[config.mk]
export PLATFORM = sky130hd
export DESIGN_NAME = sio_shift_count
export DESIGN_NICKNAME = d
export VERILOG_FILES = /design/src/rtl/sio_pkg.sv /design/src/rtl/sio_ctrl.sv /design/src/rtl/sio_datapath.sv /design/src/rtl/sio_shift_count.sv
export SDC_FILE = /design/constraint.sdc
export NUM_CORES = 1
export LEC_CHECK = 0
export ABC_AREA = 1
export BUFFER_PORTS_ARGS = -buffer_cell sky130_fd_sc_hd__buf_2
export CAP_MARGIN = 15
export CORE_MARGIN = 8
export CORE_UTILIZATION = 50
export CTS_CLUSTER_DIAMETER = 60
export DETAILED_ROUTE_END_ITERATION = 10
export PLACE_DENSITY = 0.79
export SLEW_MARGIN = 20
export SYNTH_ARGS = -nofsm -noshare
export SYNTH_HDL_FRONTEND = slang
export SYNTH_HIERARCHICAL = 1
export SYNTH_SLANG_ARGS = --single-unit
[constraint.sdc]
create_clock -name clk -period 2.9 [get_ports clk]
set_input_delay 0.29 -clock clk [delete_from_list [all_inputs] [get_ports clk]]
set_output_delay 0.29 -clock clk [all_outputs]
set_load 0.01 [all_outputs]
[src/rtl/sio_pkg.sv]
package sio_pkg;
  // strobes from control to datapath; at most one of them is active per cycle
  typedef struct packed {
    logic load;   // exchange: take accumulator, return old value
    logic shift;  // shift mode step
    logic dec;    // counter mode qualified pulse
  } sioStrobe_t;
endpackage

[src/rtl/sio_ctrl.sv]
module sio_ctrl
  import sio_pkg::*;
#(
  parameter int SYNC_STAGES = 2,
  parameter int MIN_LOW     = 2
) (
  input  logic       clk,
  input  logic       rstN,
  input  logic       serIn,
  input  logic       enCount,
  input  logic       xchgEn,
  output logic       syncBit,
  output sioStrobe_t stb
);
  localparam int LOW_W = $clog2(MIN_LOW + 1);

  logic [SYNC_STAGES-1:0] syncChain;

  // synchroniser stages
  generate
    for (genvar i = 0; i < SYNC_STAGES; i++) begin : g_sync
      if (i == 0) begin : g_first
        always_ff @(posedge clk or negedge rstN)
          if (!rstN) syncChain[0] <= 1'b0;
          else       syncChain[0] <= serIn;
      end else begin : g_next
        always_ff @(posedge clk or negedge rstN)
          if (!rstN) syncChain[i] <= 1'b0;
          else       syncChain[i] <= syncChain[i-1];
      end
    end
  endgenerate

  assign syncBit = syncChain[SYNC_STAGES-1];

  // pulse qualifier: needs a high level, then MIN_LOW consecutive lows
  logic [LOW_W-1:0] lowRun;
  logic             armed;
  logic             fire;

  assign fire = armed && !syncBit && (lowRun == LOW_W'(MIN_LOW - 1));

  always_ff @(posedge clk or negedge rstN) begin
    if (!rstN) begin
      lowRun <= '0;
      armed  <= 1'b0;
    end else if (syncBit) begin
      lowRun <= '0;
      armed  <= 1'b1;
    end else begin
      if (lowRun < LOW_W'(MIN_LOW)) lowRun <= lowRun + 1'b1;
      if (fire) armed <= 1'b0;
    end
  end

  // exchange has priority over shift and decrement
  always_comb begin
    stb.load  = xchgEn;
    stb.shift = !enCount && !xchgEn;
    stb.dec   = enCount && fire && !xchgEn;
  end
endmodule

[src/rtl/sio_datapath.sv]
module sio_datapath
  import sio_pkg::*;
#(
  parameter int WIDTH = 4
) (
  input  logic             clk,
  input  logic             rstN,
  input  sioStrobe_t       stb,
  input  logic             serBit,
  input  logic [WIDTH-1:0] xchgAcc,
  input  logic             xchgCarry,
  input  logic             enCount,
  input  logic             enSerOut,
  output logic [WIDTH-1:0] regVal,
  output logic [WIDTH-1:0] xchgRet,
  output logic             gateBit,
  output logic             soOut,
  output logic             skOut
);
  always_ff @(posedge clk or negedge rstN) begin
    if (!rstN) begin
      regVal  <= '0;
      xchgRet <= '0;
      gateBit <= 1'b1;
    end else begin
      if (stb.load) begin
        regVal  <= xchgAcc;
        xchgRet <= regVal;
        gateBit <= xchgCarry;
      end else if (stb.shift) begin
        regVal  <= {regVal[WIDTH-2:0], serBit};
      end else if (stb.dec) begin
        regVal  <= regVal - 1'b1;
      end
    end
  end

  always_comb begin
    if (enCount) begin
      soOut = enSerOut;
      skOut = gateBit;
    end else begin
      soOut = enSerOut & regVal[WIDTH-1];
      skOut = gateBit & clk;
    end
  end
endmodule

[src/rtl/sio_shift_count.sv]
module sio_shift_count
  import sio_pkg::*;
#(
  parameter int WIDTH       = 4,
  parameter int SYNC_STAGES = 2,
  parameter int MIN_LOW     = 2
) (
  input  logic             clk,
  input  logic             rstN,
  input  logic             serIn,
  input  logic             enCount,
  input  logic             enSerOut,
  input  logic             xchgEn,
  input  logic [WIDTH-1:0] xchgAcc,
  input  logic             xchgCarry,
  output logic             soOut,
  output logic             skOut,
  output logic [WIDTH-1:0] xchgRet
);
  sioStrobe_t       stb;
  logic             syncBit;
  logic [WIDTH-1:0] regVal;
  logic             gateBit;

  sio_ctrl #(.SYNC_STAGES(SYNC_STAGES), .MIN_LOW(MIN_LOW)) u_ctrl (
    .clk(clk), .rstN(rstN), .serIn(serIn), .enCount(enCount),
    .xchgEn(xchgEn), .syncBit(syncBit), .stb(stb)
  );

  sio_datapath #(.WIDTH(WIDTH)) u_dp (
    .clk(clk), .rstN(rstN), .stb(stb), .serBit(syncBit),
    .xchgAcc(xchgAcc), .xchgCarry(xchgCarry), .enCount(enCount),
    .enSerOut(enSerOut), .regVal(regVal), .xchgRet(xchgRet),
    .gateBit(gateBit), .soOut(soOut), .skOut(skOut)
  );
endmodule

==> flow_summary.toml <==
[critical_path]
crit_path_start_kind = "clock port"
cp_num_buf_inv = 3
critical_path.max_fanout = 2
end_kind = "output pin"
critPathRequiredTime_ps = 2610
cp_cell_sequence = "clkbuf_4 > clkbuf_4 > nor2_1 > nor2_1 > buf_2"
slowest_delay_ps = 130
critPathArrivalTime_ps = 1940
crit_family = "buffers and inverters"
cp_slowest_cell = "clkbuf_4"
critPathKind = "clk -> out"

[yosys]
syn_avg_cell_area_um2 = 8.32
yosysTopAreaCell = "dfrtp_1"
ys_ff_latch = 14
ys_seq_area_frac = 0.491
yosys_warnings = 6
synth.distinct_cells = 18
netlist_instances = 86
synthArstFlopShare = 1.00
netlist.area_leader.share = 0.455
netlist_area_um2 = 716
synth_nets = 99
synth_enable_flop_cells = 0
synthFlopType = "dfrtp_1"
synthTopCellsByArea = "dfrtp_1, nand2_1, o21ai_0"

[run_status]
status = "finished clean"

[grt]
antenna_found_initial = 0
grt_overflow = 0
grt_pass1_wl_mm = 3.03
grt_max_degree = 15
grt_pass1_vias = 707
grt_usage = 0.156

[route]
drc_errors = 0
detail-route-antenna-nets = 0
via_count = 659
detailedRoute.firstIterationViolations = 40
routed_wl_mm = 1.75
vias_per_cell = 5.31
avgRoutedWirePerCell_um = 14.1
drtPass1Iterations = 4

[die]
core_region_area_um2 = 1320
die_w_um = 53.8
die-area_um2 = 2900
die_y_um = 53.8
start_util = 0.543
io_pins = 17
rows = 13

[timing]
rsz0062_at_grt = "false"
setup-violations-final = 0
worstMarginPinSlew_ps = 361
layout_setup_ws_ps = 667
finalMaxSlewViolations = 0
setup-tns-final_ps = 0
fin_skew_ps = 6.24
hold_viol = 0
relSlewSlack = 0.758

[power]
power.density_nw_per_um2 = 678
ir_drop_uv = 412
p_leak_nw = 0.470

[finish]
area.growth.synth_to_final_pct = 22.2
nNetsFinal = 123
stdcell_count = 124
antennaDiodeCount = 0
final_util = 0.664
final_area_um2 = 875
multi_input_comb_area_um2 = 282
fillerInstances = 94
ff_latch_area_um2 = 352
drive_gt1_frac = 0.284

[placed_design]
portBuffers = 16
routabilityCongestion = 0.945
dp_slack_ps = 923
place_area_um2 = 796
place_hpwl_mm = 1.19
placed_cells = 115

[clock_tree]
clk_latency_ps = 380
path_clk_slew_ps = 90
cts_resized = 0
cts_tree = "yes"

[job]
drv_cap = 0

[min_path]
hp-class = "in -> reg"
## sequential cells by signal (all words and copies together) (netlist names)
register and flops:
u_ctrl/armed 1, u_ctrl/lowRun 2, u_ctrl/syncBit 1, u_ctrl/syncChain 1, u_dp/gateBit 1, u_dp/regVal 4, u_dp/xchgRet 4
## through the flow
stage	hold WS, ps	total power [mW]
after floorplan	-5.59	0.347
after global placement	197	0.386
after detailed placement	202	0.394
after CTS	110	0.601
after global routing	94.0	0.652
final	116	0.593
## layout make-up
class | instances | area share
Clock buffer | 8 | 0.0730
Inverter | 17 | 0.0730
Multi-Input combinational cell | 53 | 0.322
Sequential cell | 14 | 0.402
Tap cell | 15 | 0.0215
Timing Repair Buffer | 17 | 0.109
## synth_stat cells (2+ instances only)
master	n
nand2_1	20
ha_1	2
o21ai_2	2
nor2_1	5
a21oi_1	2
o21ai_0	10
inv_2	4
inv_1	13
nand3_1	6
dfrtp_1	13
o211ai_1	2
## cell usage in the layout (no fill, tap or decap)
cell type	n
inv_1	13
clkbuf_4	6
o21ai_0	10
o21a_1	1
buf_2	16
ha_1	2
nand3_1	6
a21oi_1	2
dfstp_2	1
dfrtp_1	13
nor2_1	5
nand3_4	1
o211ai_1	2
clkbuf_8	1
nand4_1	1
nand2_1	20
dlygate4sd3_1	2
xnor2_1	1
inv_2	4
o21ai_2	2
## worst min-delay path, stage by stage
cell     delay (ps)
buf_2            80
nand2_1          40
o21ai_0          60
## metal layers
| metal | part of all wire | vias up | global-route usage |
|---|---|---|---|
| met5 | 0 | - | 0 |
| met4 | 0.049 | 0 | 0.147 |
| met3 | 0.096 | 14 | 0.143 |
| met2 | 0.46 | 36 | 0.201 |
| met1 | 0.39 | 292 | 0.144 |
| li1 | - | 317 | - |
## cell families after synthesis
kind of cell | count (synthesis) | synth area share
XOR/XNOR | 1 | 0.0122
buffers and inverters | 19 | 0.115
AND/OR/NAND/NOR | 33 | 0.206
flip-flops | 14 | 0.491
adder cells (fa/ha/maj) | 2 | 0.0350
AO/OA/AOI/OAI | 17 | 0.140
## what timing repair did
item | in CTS | in global routing
setup buffers | 0 | 0
endpoints found under the hold margin | 14 | 0
hold buffers | 2 | 0
## path summary, 6_finish.rpt
path / start / to / slack, ps / depth (start not counted)
worst max register to register: u_ctrl/lowRun[0] / u_dp/regVal[1] / 1420 / 7
max in group asynchronous: rstN / u_dp/gateBit / 2310 / 2
worst min register to register: u_ctrl/syncChain[0] / u_ctrl/syncBit / 360 / 0
worst min-delay path: xchgCarry / u_dp/gateBit / 120 / 3
min in group asynchronous: rstN / u_dp/regVal[3] / 310 / 2
worst max-delay path: clk / skOut / 670 / 5
## power breakdown
part / internal (mW) / switching (mW) / leakage [nW]
clock network: 0.127 / 0.0821 / 0.0432
registers: 0.231 / 0.0235 / 0.167
logic: 0.0521 / 0.0774 / 0.259
total: 0.410 / 0.183 / 0.470
No activity file was read; power rests on OpenSTA's default activity.
